## config.mk

```make
export PLATFORM = sky130hd
export DESIGN_NAME = mem_bus_seq
export DESIGN_NICKNAME = d
export VERILOG_FILES = /design/src/rtl/mbs_pkg.sv /design/src/rtl/mbs_ctrl.sv /design/src/rtl/mbs_datapath.sv /design/src/rtl/mem_bus_seq.sv
export SDC_FILE = /design/constraint.sdc
export NUM_CORES = 1
export LEC_CHECK = 0
export ABC_AREA = 1
export BUFFER_PORTS_ARGS = -buffer_cell sky130_fd_sc_hd__buf_2
export CAP_MARGIN = 20
export CORE_UTILIZATION = 46
export DETAILED_ROUTE_END_ITERATION = 8
export PLACE_DENSITY = 0.79
export SYNTH_ARGS = -nofsm -noshare
export SYNTH_HDL_FRONTEND = slang
export SYNTH_SLANG_ARGS = --single-unit
```

## constraint.sdc

```tcl
create_clock -name clk -period 1.8 [get_ports clk]
set_clock_uncertainty 0.15 [all_clocks]
set_input_delay 0.09 -clock clk [delete_from_list [all_inputs] [get_ports clk]]
set_output_delay 0.09 -clock clk [all_outputs]
set_load 0.005 [all_outputs]
```

## src/rtl/mbs_pkg.sv

```systemverilog
package mbs_pkg;
  typedef struct packed {
    logic load;      // latch request fields this edge
    logic busEn;     // bus cycle in progress
    logic drvWrite;  // strobe phase of a write
    logic capture;   // sample read data this edge
  } mbsStrobes_t;
endpackage

```

## src/rtl/mbs_ctrl.sv

```systemverilog
module mbs_ctrl
  import mbs_pkg::*;
#(
  parameter int SLOTS = 4
) (
  input  logic        clk,
  input  logic        rstN,
  input  logic        reqValid,
  input  logic        reqWrite,
  output logic        reqReady,
  output logic        rspDone,
  output mbsStrobes_t strobes
);
  localparam int CW = $clog2(SLOTS + 1);
  localparam logic [CW-1:0] LAST = CW'(SLOTS);

  logic [CW-1:0] phase;   // 0 idle, 1..SLOTS bus clocks
  logic          isWrite;
  logic          lastSlot;

  assign lastSlot = (phase == LAST);
  assign reqReady = (phase == '0);

  always_comb begin
    strobes          = '0;
    strobes.load     = reqValid && reqReady;
    strobes.busEn    = (phase != '0);
    strobes.drvWrite = isWrite && (phase > CW'(1));
    strobes.capture  = lastSlot && !isWrite;
  end

  always_ff @(posedge clk) begin
    if (!rstN) begin
      phase   <= '0;
      isWrite <= 1'b0;
      rspDone <= 1'b0;
    end else begin
      rspDone <= lastSlot;
      if (lastSlot) begin
        phase <= '0;
      end else if (phase != '0) begin
        phase <= phase + 1'b1;
      end else if (reqValid) begin
        phase   <= CW'(1);
        isWrite <= reqWrite;
      end
    end
  end

  assert_done_pulse_R7: assert property (@(posedge clk) disable iff (!rstN)
    rspDone |=> !rspDone);
  assert_refuse_busy_R8: assert property (@(posedge clk) disable iff (!rstN)
    strobes.load |=> !reqReady);
  assert_first_slot_read_R3: assert property (@(posedge clk) disable iff (!rstN)
    $rose(strobes.busEn) |-> !strobes.drvWrite);
  assert_done_after_bus_R2: assert property (@(posedge clk) disable iff (!rstN)
    rspDone |-> ($past(strobes.busEn) && !strobes.busEn));
endmodule

```

## src/rtl/mbs_datapath.sv

```systemverilog
module mbs_datapath
  import mbs_pkg::*;
#(
  parameter int ADDR_W = 8,
  parameter int DATA_W = 16
) (
  input  logic              clk,
  input  logic              rstN,
  input  mbsStrobes_t       strobes,
  input  logic [ADDR_W-1:0] reqAddr,
  input  logic [DATA_W-1:0] reqWdata,
  input  logic [DATA_W-1:0] memRdata,
  output logic [DATA_W-1:0] rspRdata,
  output logic [ADDR_W-1:0] memAddr,
  output logic              memEn,
  output logic              memRw,
  output logic [DATA_W-1:0] memWdata,
  output logic              memWdataOe
);
  logic [ADDR_W-1:0] addrReg;
  logic [DATA_W-1:0] wdataReg;

  always_ff @(posedge clk) begin
    if (!rstN) begin
      addrReg  <= '0;
      wdataReg <= '0;
      rspRdata <= '0;
    end else begin
      if (strobes.load) begin
        addrReg  <= reqAddr;
        wdataReg <= reqWdata;
      end
      if (strobes.capture) rspRdata <= memRdata;
    end
  end

  assign memAddr    = addrReg;
  assign memWdata   = wdataReg;
  assign memEn      = strobes.busEn;
  assign memRw      = !strobes.drvWrite;
  assign memWdataOe = strobes.drvWrite;

  assert_addr_hold_R6: assert property (@(posedge clk) disable iff (!rstN)
    (memEn && $past(memEn)) |-> $stable(memAddr));
  assert_wdata_hold_R6: assert property (@(posedge clk) disable iff (!rstN)
    (memWdataOe && $past(memWdataOe)) |-> $stable(memWdata));
  assert_strobe_in_cycle_R4: assert property (@(posedge clk) disable iff (!rstN)
    $fell(memRw) |-> $past(memEn));
endmodule

```

## src/rtl/mem_bus_seq.sv

```systemverilog
module mem_bus_seq
  import mbs_pkg::*;
#(
  parameter int ADDR_W        = 8,
  parameter int DATA_W        = 16,
  parameter int CLK_PERIOD_PS = 20000,
  parameter int ACCESS_PS     = 65000,
  parameter int WRITE_PS      = 75000
) (
  input  logic              clk,
  input  logic              rstN,
  input  logic              reqValid,
  output logic              reqReady,
  input  logic              reqWrite,
  input  logic [ADDR_W-1:0] reqAddr,
  input  logic [DATA_W-1:0] reqWdata,
  output logic [DATA_W-1:0] rspRdata,
  output logic              rspDone,
  output logic [ADDR_W-1:0] memAddr,
  output logic              memEn,
  output logic              memRw,
  output logic [DATA_W-1:0] memWdata,
  output logic              memWdataOe,
  input  logic [DATA_W-1:0] memRdata
);
  localparam int SLOW_PS = (ACCESS_PS > WRITE_PS) ? ACCESS_PS : WRITE_PS;
  localparam int RAW     = (SLOW_PS + CLK_PERIOD_PS - 1) / CLK_PERIOD_PS;
  localparam int SLOTS   = (RAW < 2) ? 2 : RAW;

  mbsStrobes_t strobes;

  mbs_ctrl #(.SLOTS(SLOTS)) u_ctrl (
    .clk(clk), .rstN(rstN), .reqValid(reqValid), .reqWrite(reqWrite),
    .reqReady(reqReady), .rspDone(rspDone), .strobes(strobes)
  );

  mbs_datapath #(.ADDR_W(ADDR_W), .DATA_W(DATA_W)) u_dp (
    .clk(clk), .rstN(rstN), .strobes(strobes), .reqAddr(reqAddr),
    .reqWdata(reqWdata), .memRdata(memRdata), .rspRdata(rspRdata),
    .memAddr(memAddr), .memEn(memEn), .memRw(memRw),
    .memWdata(memWdata), .memWdataOe(memWdataOe)
  );
endmodule

```

======== After elaboration in Yosys (flattened, before gate mapping) ========
Index checks and enable logic that the tools add are counted.
storage, ports and cells
  bits in registers ....................... 45
  input bits .............................. 44
  output and inout port bits .............. 45
  logic and storage cells ................. 24
cells by class
  add/subtract/negate cells ............... 1
  magnitude comparators ................... 1
  equal/unequal tests ..................... 1
  muxes and demuxes ....................... 2
  bitwise logic cells ..................... 3
  reduce and logical (&&, ||, !) cells .... 10
operators with widths
  kind                   count
  $mux W3                2
  $add A3 B1 Y3 const B  1
  $eq A3 B3 Y1 const B   1
  $gt A3 B1 Y1 const B   1
  $logic_and A1 B1 Y1    3
  $logic_not A3 Y1       1
  $not A1 Y1             3
  $reduce_and A3 Y1      1
  $reduce_bool A3 Y1     1
  $logic_not A1 Y1       2
  $reduce_bool A2 Y1     1
  $reduce_or A2 Y1       1

======== Logic depth before layout (Yosys ltp) ========
Gate-level depths: netlist of run 1.
  depth after elaboration ................. 3
  gate-level depth with buffers ........... 8
  depth with buffers taken out ............ 6

======== By module ========
Synthesis of run 1 repeated with hierarchy kept, for this count alone.
unflattened totals
  cells, all modules ...................... 294
  area, all modules ....................... 1918.1 um2
by module, submodules not included
  module        times used  cells an instance  area an instance (um2)  seq. area each (um2)
  mbs_datapath  1           255                1645.3                  800.8
  mbs_ctrl      1           39                 272.8                   100.1

======== Least setup slack after synthesis of run 1 ========
No wires, ideal clock.
  path kind ............................... reg2reg
  start point ............................. register u_ctrl.phase[0]
  end point ............................... register u_dp.wdataReg[10], in the netlist u_dp.memWdata[10]
  setup time .............................. 0.113 ns
  arrival time ............................ 1.166 ns
  data required time ...................... 1.537 ns
  path slack .............................. 0.371 ns
  stages on the path, launching flop included .. 9
  path buffers ............................ 2
  clock period less this slack ............ 1.429 ns
  path through ............................ dfxtp_1 inv_1 ha_1 buf_2 nand3_2 buf_2 nand2_1 nand2_1 nor2_1
between the ends
  word-level cells in the longest chain between the ends .. 2
ends and longest elaborated chain
  item                    RTL line            text
  start, declared         mbs_ctrl.sv:17      logic [CW-1:0] phase;
  start signal, assigned  mbs_ctrl.sv:42      phase <= phase + 1'b1;
  $logic_not A3 Y1        mbs_ctrl.sv:22      assign reqReady = (phase == '0);
  $logic_and A1 B1 Y1     mbs_ctrl.sv:26      strobes.load = reqValid && reqReady;
  end signal, assigned    mbs_datapath.sv:31  wdataReg <= reqWdata;
  end, declared           mbs_datapath.sv:21  logic [DATA_W-1:0] wdataReg;
No other way between the ends.
A chain may end at the register's enable or synchronous reset.

======== Worst setup path in the final report of run 1 ========
  start point ............................. register u_ctrl.phase[0]
  end point ............................... register u_dp.wdataReg[7], in the netlist u_dp.memWdata[7]
The elaborated chain is that of the path after synthesis.

==> flow_metrics.py, run 1 <==
metrics = {
    "critical_path": {
        "worstSetupPathType": "flip-flop to flip-flop",
        "crit_path_start": "u_ctrl.phase[0]",
        "slowest_delay_ns": 0.35,
        "cp_max_fo": 36,
        "r2r_setup_slack_ns": 0.21,
        "worst_path_most_repeated_cell": "nand2_1",
        "worst_setup_path_end_kind": "flip-flop",
        "cp_slowest_cell": "dfxtp_1",
        "cp_num_cells": 7,
        "cp_top_family": "simple AND/OR/NAND/NOR gates",
        "r2r-end": "u_dp.memWdata[7]",
        "cp_data_required_time_ns": 1.88,
        "arrival_ns": 1.67,
        "rr_worst_depth": 7,
        "start_kind": "flip-flop",
        "crit_path_cell_trace": "inv_1, ha_2, nand3_2, buf_12, nand2_1, nand2_1, nor2_1",
        "r2r_start": "u_ctrl.phase[0]",
        "cp_num_buf_inv": 2,
    },
    "routing": {
        "ant_nets": 0,
        "drt_pre_antenna_iters": 4,
        "viasPerCell": 4.30,
        "vias": 2022,
        "initialDrtViolationCount": 93,
        "wire_per_inst_um": 10.2,
        "wirelength_um": 4770,
        "drc": 0,
    },
    "synth": {
        "yosysUniqueCellTypes": 16,
        "yosysWarnings": 0,
        "yosysTopAreaCellShare": 0.472,
        "synth-seq-cells": 45,
        "synth.area.top_cells": "dfxtp_1 47%, nor2_1 17%, nand2_1 17%",
        "syn_inst": 293,
        "netlist_area_mm2": 0.00191,
        "avgSynthCellArea_um2": 6.52,
        "yosysTopAreaCell": "dfxtp_1",
        "syn_nets": 340,
        "seq_area_frac_synth": 0.472,
    },
    "global_routing": {
        "first_global_vias": 1772,
        "antenna_found_initial": 0,
        "grt_pass1_wl_um": 7130,
        "grt_max_degree": 37,
        "gr-total-overflow": 0,
        "grtUsageTotal": 0.214,
    },
    "sta": {
        "fmax_mhz": 629,
        "rsz0062_at_grt": "false",
        "timing.final.ws_setup_ns": 0.210,
        "finalMaxSlewViolations": 0,
        "finalHoldViolations": 0,
        "whs_ns": 0.0585,
        "setup_viol": 0,
        "tightest_slew_ns": 0.387,
        "relSlewSlack": 0.742,
        "min_period_over_period": 0.883,
        "period_needed_ns": 1.59,
    },
    "placement": {
        "pre_cts_slack_ns": -0.0227,
        "globalplace.congestion": 0.759,
        "hpwl_um": 2730,
        "placed_cells": 420,
        "port_buffers": 88,
    },
    "pwr": {
        "peakVddDrop_v": 0.000686,
        "power.density_mw_per_mm2": 963,
        "p_leak_nw": 1.68,
    },
    "min_path": {
        "whs_endpoint": "u_dp.memWdata[9]",
        "hold_start": "rstN",
        "whs_path_depth": 3,
        "holdCritPathClass": "input port to flip-flop",
    },
    "clocking": {
        "cts_made_buffers": 5,
        "h-tree-depth": 2,
        "clk_pin_slew_ns": 0.08,
        "max-clock-path-buffers": 2,
        "worst_skew_pair.late_latency_ns": 0.29,
        "clockRootBuffer": "clkbuf_8",
        "cts_tree": "built",
        "cts_sinks": 45,
    },
    "die": {
        "die_x_um": 66.4,
        "fp.dieH_um": 66.4,
        "start_util": 0.478,
        "io_pins": 89,
        "rows": 23,
        "dieArea_mm2": 0.00441,
        "core-area_mm2": 0.00400,
    },
    "cells_and_area": {
        "drive_above_1_share": 0.252,
        "diodes": 0,
        "final_nets": 466,
        "layout.cells.non_filler": 470,
        "area_growth_pct": 52.3,
        "final_cell_mix": "88 x buf_2, 87 x nor2_1, 86 x nand2_1",
        "final_common_cell": "buf_2",
        "num-fill-cells": 321,
        "final_core_util": 0.728,
    },
    "run_status": {
        "outcome": "finished clean",
    },
    "run": {
        "max-cap-violations": 0,
    },
}
[worst reg2reg max path: cells and delay by family, from the launching register on]
kind / cells / cell delay [ns]
fa+ha+maj: 1 / 0.33
buf+inv: 2 / 0.28
flops: 1 / 0.35
simple gates: 4 / 0.40
[state kept, by name (all words and copies together), names as in the netlist]
register        count
u_dp.memWdata      16
u_ctrl.phase        3
u_ctrl.rspDone      1
u_ctrl.isWrite      1
u_dp.rspRdata      16
u_dp.memAddr        8
[per-stage QoR]
step | TNS [ns] | total power, mW | area [µm²]
after CTS | 0 | 2.79 | 2890
after detailed placement | -0.0549 | 2.06 | 2370
after global routing | 0 | 3.02 | 2910
after global placement | 0 | 2.03 | 2370
after floorplan | 0 | 1.76 | 1910
final | 0 | 2.80 | 2910
[per-layer routing]
layer  global-route usage  wire (µm)  share of wire
met1                0.215       2040           0.43
met2                0.411       2350           0.49
met3               0.0707        324          0.068
met4               0.0638         64          0.013
met5                    0          0              0
[power by group]
group,switching (mW),internal (mW),total (mW)
Combinational,0.499,0.413,0.913
Sequential,0.0857,1.16,1.24
Clock,0.337,0.311,0.649
[layout make-up]
| type | instances | area, µm² | area share |
|---|---|---|---|
| clock buffer | 6 | 82.6 | 0.0284 |
| tap | 50 | 62.6 | 0.0215 |
| clock inverter | 2 | 13.8 | 0.00473 |
| sequential | 45 | 902 | 0.310 |
| inverter | 49 | 184 | 0.0632 |
| multi-input combinational | 186 | 779 | 0.268 |
| timing repair buffer | 132 | 886 | 0.304 |
[cells in the mapped netlist, drive strengths merged]
| cell | instances |
|---|---|
| buf | 10 |
| nor3 | 1 |
| nor2 | 87 |
| nand3 | 3 |
| a21oi | 2 |
| o21bai | 1 |
| xnor2 | 1 |
| nand2 | 86 |
| ha | 3 |
| clkbuf | 4 |
| o21ai | 1 |
| inv | 49 |
| dfxtp | 45 |
[cell families (layout without fill, tap and decap cells)]
| group | after synthesis | after routing | share of synthesized area |
|---|---|---|---|
| adder cells (fa/ha/maj) | 3 | 3 | 0.0196 |
| XOR/XNOR | 1 | 1 | 0.00458 |
| buffers and inverters | 63 | 189 | 0.137 |
| AO/OA/AOI/OAI | 4 | 4 | 0.0118 |
| flip-flops | 45 | 45 | 0.472 |
| AND/OR/NAND/NOR | 177 | 178 | 0.356 |
[repair_timing]
item                                   CTS  global route
cloned                                   0             1
setup endpoints to repair                6             4
pin swaps                                0             1
endpoints found under the hold margin   41             0
setup buffers                            0             0
resized for setup                        1             4
hold buffers                            41             0
[worst max-delay path by stage]
stage,slack [ns],end
after floorplan,0.37,u_dp.memWdata[10]
after global placement,0.05,u_dp.rspRdata[2]
after detailed placement,-0.02,u_dp.rspRdata[1]
after CTS,0.12,memRw
after global routing,0.07,memRw
final,0.21,u_dp.memWdata[7]
No activity file was read; power rests on OpenSTA's default activity.
==> inputs of run 2 (changes only) <==
ABC_AREA = default   (was 1)
CORE_UTILIZATION = 45   (was 46)
PLACE_DENSITY = 0.89   (was 0.79)
==> flow_metrics.py, run 2 <==
metrics = {
    "run_status": {
        "outcome": "finished clean",
    },
    "pwr": {
        "finalPower_mw": 2.77,
        "power.density_mw_per_mm2": 1010,
        "peakVddDrop_v": 0.000707,
        "p_leak_nw": 1.26,
    },
    "cells_and_area": {
        "final_common_cell": "buf_2",
        "diodes": 0,
        "final_nets": 376,
        "drive_above_1_share": 0.318,
        "area_growth_pct": 54.1,
        "final_core_util": 0.735,
        "num-fill-cells": 284,
        "multi_input_area_um2": 733,
        "layout.cells.non_filler": 378,
        "final_cell_mix": "88 x buf_2, 45 x dfxtp_1, 41 x nand2_1, 41 x nand3_1, 41 x dlygate4sd3_1",
        "seq_area_um2": 901,
    },
    "critical_path": {
        "crit_path_cell_trace": "inv_1, ha_1, and3b_2, buf_12, nand3_1, o21ai_1",
        "cp_max_fo": 50,
        "cp_slowest_cell": "dfxtp_1",
        "start_kind": "flip-flop",
        "arrival_ns": 1.64,
        "crit_path_start": "u_ctrl.phase[0]",
        "worstSetupPathType": "flip-flop to flip-flop",
        "cp_num_buf_inv": 2,
        "slowest_delay_ns": 0.40,
        "cp_top_family": "flip-flops",
        "cp_data_required_time_ns": 1.82,
        "r2r_start": "u_ctrl.phase[0]",
        "worst_setup_path_end_kind": "flip-flop",
    },
    "synth": {
        "yosysMostFrequentCell": "dfxtp_1",
        "seq_area_frac_synth": 0.508,
        "synth-compound-area-share": 0.147,
        "synth.area.top_cells": "dfxtp_1 51%, nand3_1 12%, nand2_1 8.7%",
        "yosysTopAreaCell": "dfxtp_1",
        "yosysTopAreaCellShare": 0.508,
        "synthXorXnorAreaFrac": 0.00494,
        "synthFlopType": "dfxtp_1",
        "async_flop_share": 0,
        "synthAdderAreaFrac": 0.0212,
        "synth-seq-cells": 45,
        "synth_top_family_by_area": "simple AND/OR/NAND/NOR gates",
        "synthSimpleGateAreaFrac": 0.240,
        "avgSynthCellArea_um2": 8.48,
        "netlist_area_mm2": 0.00177,
        "yosys-top-cells-count": "45 x dfxtp_1, 41 x nand2_1, 41 x nand3_1",
        "synth_edf_count": 0,
        "syn_inst": 209,
        "yosysWarnings": 0,
        "syn_nets": 256,
        "synthMuxAreaShare": 0,
        "yosysUniqueCellTypes": 24,
    },
    "min_path": {
        "hold_start": "reqValid",
        "holdCritPathClass": "input port to flip-flop",
    },
    "clocking": {
        "h-tree-depth": 2,
        "cts_made_buffers": 5,
        "max-clock-path-buffers": 2,
        "worst_skew_pair.late_latency_ns": 0.28,
        "cts_sinks": 45,
        "ctsResizeCount": 0,
        "clockRootBuffer": "clkbuf_8",
        "cts_tree": "built",
        "clk_pin_slew_ns": 0.07,
    },
    "die": {
        "fp.dieH_um": 64.8,
        "rows": 22,
        "start_util": 0.477,
        "dieArea_mm2": 0.00420,
        "core-area_mm2": 0.00372,
        "die_x_um": 64.8,
        "io_pins": 89,
    },
    "placement": {
        "hpwl_um": 2540,
        "globalplace.congestion": 0.819,
        "placed_cells": 329,
        "port_buffers": 88,
    },
    "sta": {
        "fmax_mhz": 617,
        "tightest_slew_ns": 0.321,
        "setup_viol": 0,
        "tns_ns": 0,
        "finalHoldViolations": 0,
        "rsz0062_at_grt": "false",
        "min_period_over_period": 0.900,
        "whs_ns": 0.0712,
        "period_needed_ns": 1.62,
        "finalMaxSlewViolations": 0,
        "relSlewSlack": 0.784,
    },
    "routing": {
        "drt_pre_antenna_iters": 4,
        "wire_per_inst_um": 12.6,
        "drc": 0,
        "wirelength_um": 4770,
        "vias": 1844,
        "ant_nets": 0,
        "viasPerCell": 4.88,
        "initialDrtViolationCount": 128,
    },
    "global_routing": {
        "grt_pass1_wl_um": 7430,
        "grt_max_degree": 87,
        "first_global_vias": 1671,
        "gr-total-overflow": 0,
        "grtUsageTotal": 0.233,
        "antenna_found_initial": 0,
    },
    "run": {
        "max-cap-violations": 0,
    },
}
[run 2: power by group]
group	total, mW	switching (mW)	internal [mW]	leakage, nW
Combinational	0.784	0.408	0.376	0.834
Sequential	1.23	0.0865	1.14	0.367
Clock	0.762	0.310	0.452	0.0585
Total	2.77	0.804	1.97	1.26
[run 2: worst register-to-register path, delay by kind of cell, from the launching register on]
kind            cells  cell delay [ns]
flops               1             0.40
simple gates        2             0.35
buf+inv             2             0.27
fa+ha+maj           1             0.27
compound gates      1             0.07
[run 2: kinds of logic after synthesis]
kind of cell    count (synthesis)
buf+inv                        22
xor+xnor                        1
fa+ha+maj                       3
flops                          45
compound gates                 46
simple gates                   92
[run 2: worst paths after layout]
path | slack [ns] | depth (start not counted) | endpoint
worst max register to register | 0.18 | 6 | u_dp.memWdata[15]
worst min-delay path | 0.07 | 4 | u_ctrl.phase[0]
worst min register to register | 0.30 | 2 | u_dp.memWdata[6]
worst max-delay path | 0.18 | 6 | u_dp.memWdata[15]
[run 2: area by class of cell]
class | count | area share
clock buffers | 7 | 0.0316
inverters | 3 | 0.00412
well taps | 48 | 0.0220
clock inverters | 1 | 0.0110
multi-input cells | 142 | 0.268
flip-flops and latches | 45 | 0.330
repair buffers | 132 | 0.333
[run 2: per-layer routing]
metal  vias up  GRT usage  wire length, µm
li1        949          -                -
met1       809      0.253             1960
met2        78      0.424             2450
met3         8     0.0687              292
met4         0     0.0806               63
met5         -          0                0
[run 2: through the flow]
step | area (µm²) | worst slack (ns)
3_5_place_dp | 2210 | 0.201
5_1_grt | 2730 | 0.0400
2_1_floorplan | 1770 | 0.289
3_3_place_gp | 2210 | 0.261
6_report | 2730 | 0.180
4_1_cts | 2730 | 0.185
[run 2: timing repair]
action	4_1_cts	5_1_grt
endpoints found under the hold margin	41	0
buffers inserted	0	0
hold buffers	41	0
==> inputs of run 3 (changes only) <==
CORE_UTILIZATION = 30   (was 45)
CTS_BUF_LIST = sky130_fd_sc_hd__clkbuf_16   (was default)
PLACE_DENSITY = 0.66   (was 0.89)
==> flow_metrics.py, run 3 (same netlist as run 2, synthesis figures left out) <==
metrics = {
    "routing": {
        "drt_pre_antenna_iters": 4,
        "viasPerCell": 4.48,
        "ant_nets": 0,
        "drc": 0,
        "wire_per_inst_um": 10.7,
        "initialDrtViolationCount": 39,
        "vias": 1802,
        "wirelength_um": 4310,
    },
    "clocking": {
        "cts_sinks": 45,
        "ctsResizeCount": 0,
        "post_cts_buffers": 0,
        "h-tree-depth": 2,
        "clockRootBuffer": "clkbuf_16",
        "worst_skew_pair.late_latency_ns": 0.28,
        "cts_tree": "built",
        "clk_pin_slew_ns": 0.06,
        "max-clock-path-buffers": 2,
        "cts_made_buffers": 5,
    },
    "sta": {
        "setup_viol": 0,
        "tightest_slew_ns": 0.528,
        "whs_ns": 0.0593,
        "tns_ns": 0,
        "finalHoldViolations": 0,
        "min_period_over_period": 0.922,
        "relSlewSlack": 0.648,
        "rsz0062_at_grt": "false",
        "period_needed_ns": 1.66,
        "timing.final.ws_setup_ns": 0.140,
        "finalMaxSlewViolations": 0,
        "fmax_mhz": 603,
    },
    "critical_path": {
        "rr_worst_depth": 6,
        "worst_setup_path_end_kind": "flip-flop",
        "arrival_ns": 1.72,
        "r2r_setup_slack_ns": 0.14,
        "worstSetupPathType": "flip-flop to flip-flop",
        "cp_max_fo": 50,
        "cp_data_required_time_ns": 1.86,
        "start_kind": "flip-flop",
    },
    "run": {
        "max-cap-violations": 0,
    },
    "cells_and_area": {
        "layout.cells.non_filler": 402,
        "area_growth_pct": 57.9,
        "diodes": 0,
        "fin_area_mm2": 0.00280,
        "final_nets": 377,
        "final_common_cell": "buf_2",
        "final_core_util": 0.499,
        "final_cell_mix": "88 x buf_2, 45 x dfxtp_1, 41 x nand2_1, 41 x nand3_1, 41 x dlygate4sd3_1",
        "drive_above_1_share": 0.315,
    },
    "placement": {
        "hpwl_um": 2590,
        "placed_area_mm2": 0.00226,
        "pre_cts_slack_ns": 0.175,
        "placed_cells": 354,
        "globalplace.congestion": 0.673,
        "port_buffers": 88,
    },
    "run_status": {
        "outcome": "finished clean",
    },
    "pwr": {
        "power.density_mw_per_mm2": 1020,
        "peakVddDrop_v": 0.000377,
        "p_leak_nw": 1.28,
        "finalPower_mw": 2.85,
    },
    "min_path": {
        "holdCritPathClass": "input port to flip-flop",
        "whs_path_depth": 4,
    },
    "global_routing": {
        "grt_max_degree": 51,
        "first_global_vias": 1592,
        "grtUsageTotal": 0.140,
        "antenna_found_initial": 0,
        "gr-total-overflow": 0,
        "grt_pass1_wl_um": 6850,
    },
    "die": {
        "rows": 27,
        "fp.dieH_um": 78.9,
        "io_pins": 89,
        "die_x_um": 78.9,
        "start_util": 0.316,
        "core-area_mm2": 0.00561,
        "dieArea_mm2": 0.00622,
    },
}
[run 3: cell types whose count changed in the layout (fill, tap and decap cells not counted)]
cell	previous run	this run
buf_12	3	4
bufinv_16	1	0
clkbuf_1	1	0
clkbuf_16	0	5
clkbuf_8	6	0
clkinv_1	0	1
inv_1	3	4
[run 3: final timing paths]
check | from | endpoint
max | u_ctrl.phase[1] | u_dp.memWdata[1]
min | reqValid | u_ctrl.phase[0]
max reg2reg | u_ctrl.phase[1] | u_dp.memWdata[1]
min reg2reg | u_dp.memWdata[13] | u_dp.memWdata[13]
[run 3: critical path, cell delays in order, from the launching register on]
cell and delay [ns]:
dfxtp_1 0.32, inv_1 0.11, ha_1 0.29, and3b_2 0.25, buf_12 0.23, nand3_1 0.12, o21ai_1 0.11
[run 3: layout make-up]
| cell class | instances | area (µm²) |
|---|---|---|
| Clock buffer | 5 | 125 |
| Tap cell | 72 | 90.1 |
| Fill cell | 543 | 2810 |
| Inverter | 3 | 11.3 |
| Timing Repair Buffer | 133 | 931 |
| Clock inverter | 2 | 7.51 |
| Multi-Input combinational cell | 142 | 733 |
| Sequential cell | 45 | 901 |
[run 3: per-layer routing]
layer,GRT usage,wire [µm]
met4,0.0455,47
met1,0.161,1980
met5,0,0
met2,0.243,2010
met3,0.0483,280
[run 3: report_power, final]
| part | switching (mW) | internal, mW | leakage [nW] |
|---|---|---|---|
| registers | 0.0822 | 1.14 | 0.367 |
| clock network | 0.340 | 0.496 | 0.0685 |
| logic | 0.404 | 0.381 | 0.843 |
| total | 0.826 | 2.02 | 1.28 |
[run 3: timing repair]
| item | CTS | global route |
|---|---|---|
| hold buffers | 41 | 0 |
| hold endpoints to repair | 41 | 0 |
| endpoints found under the setup margin | 0 | 0 |
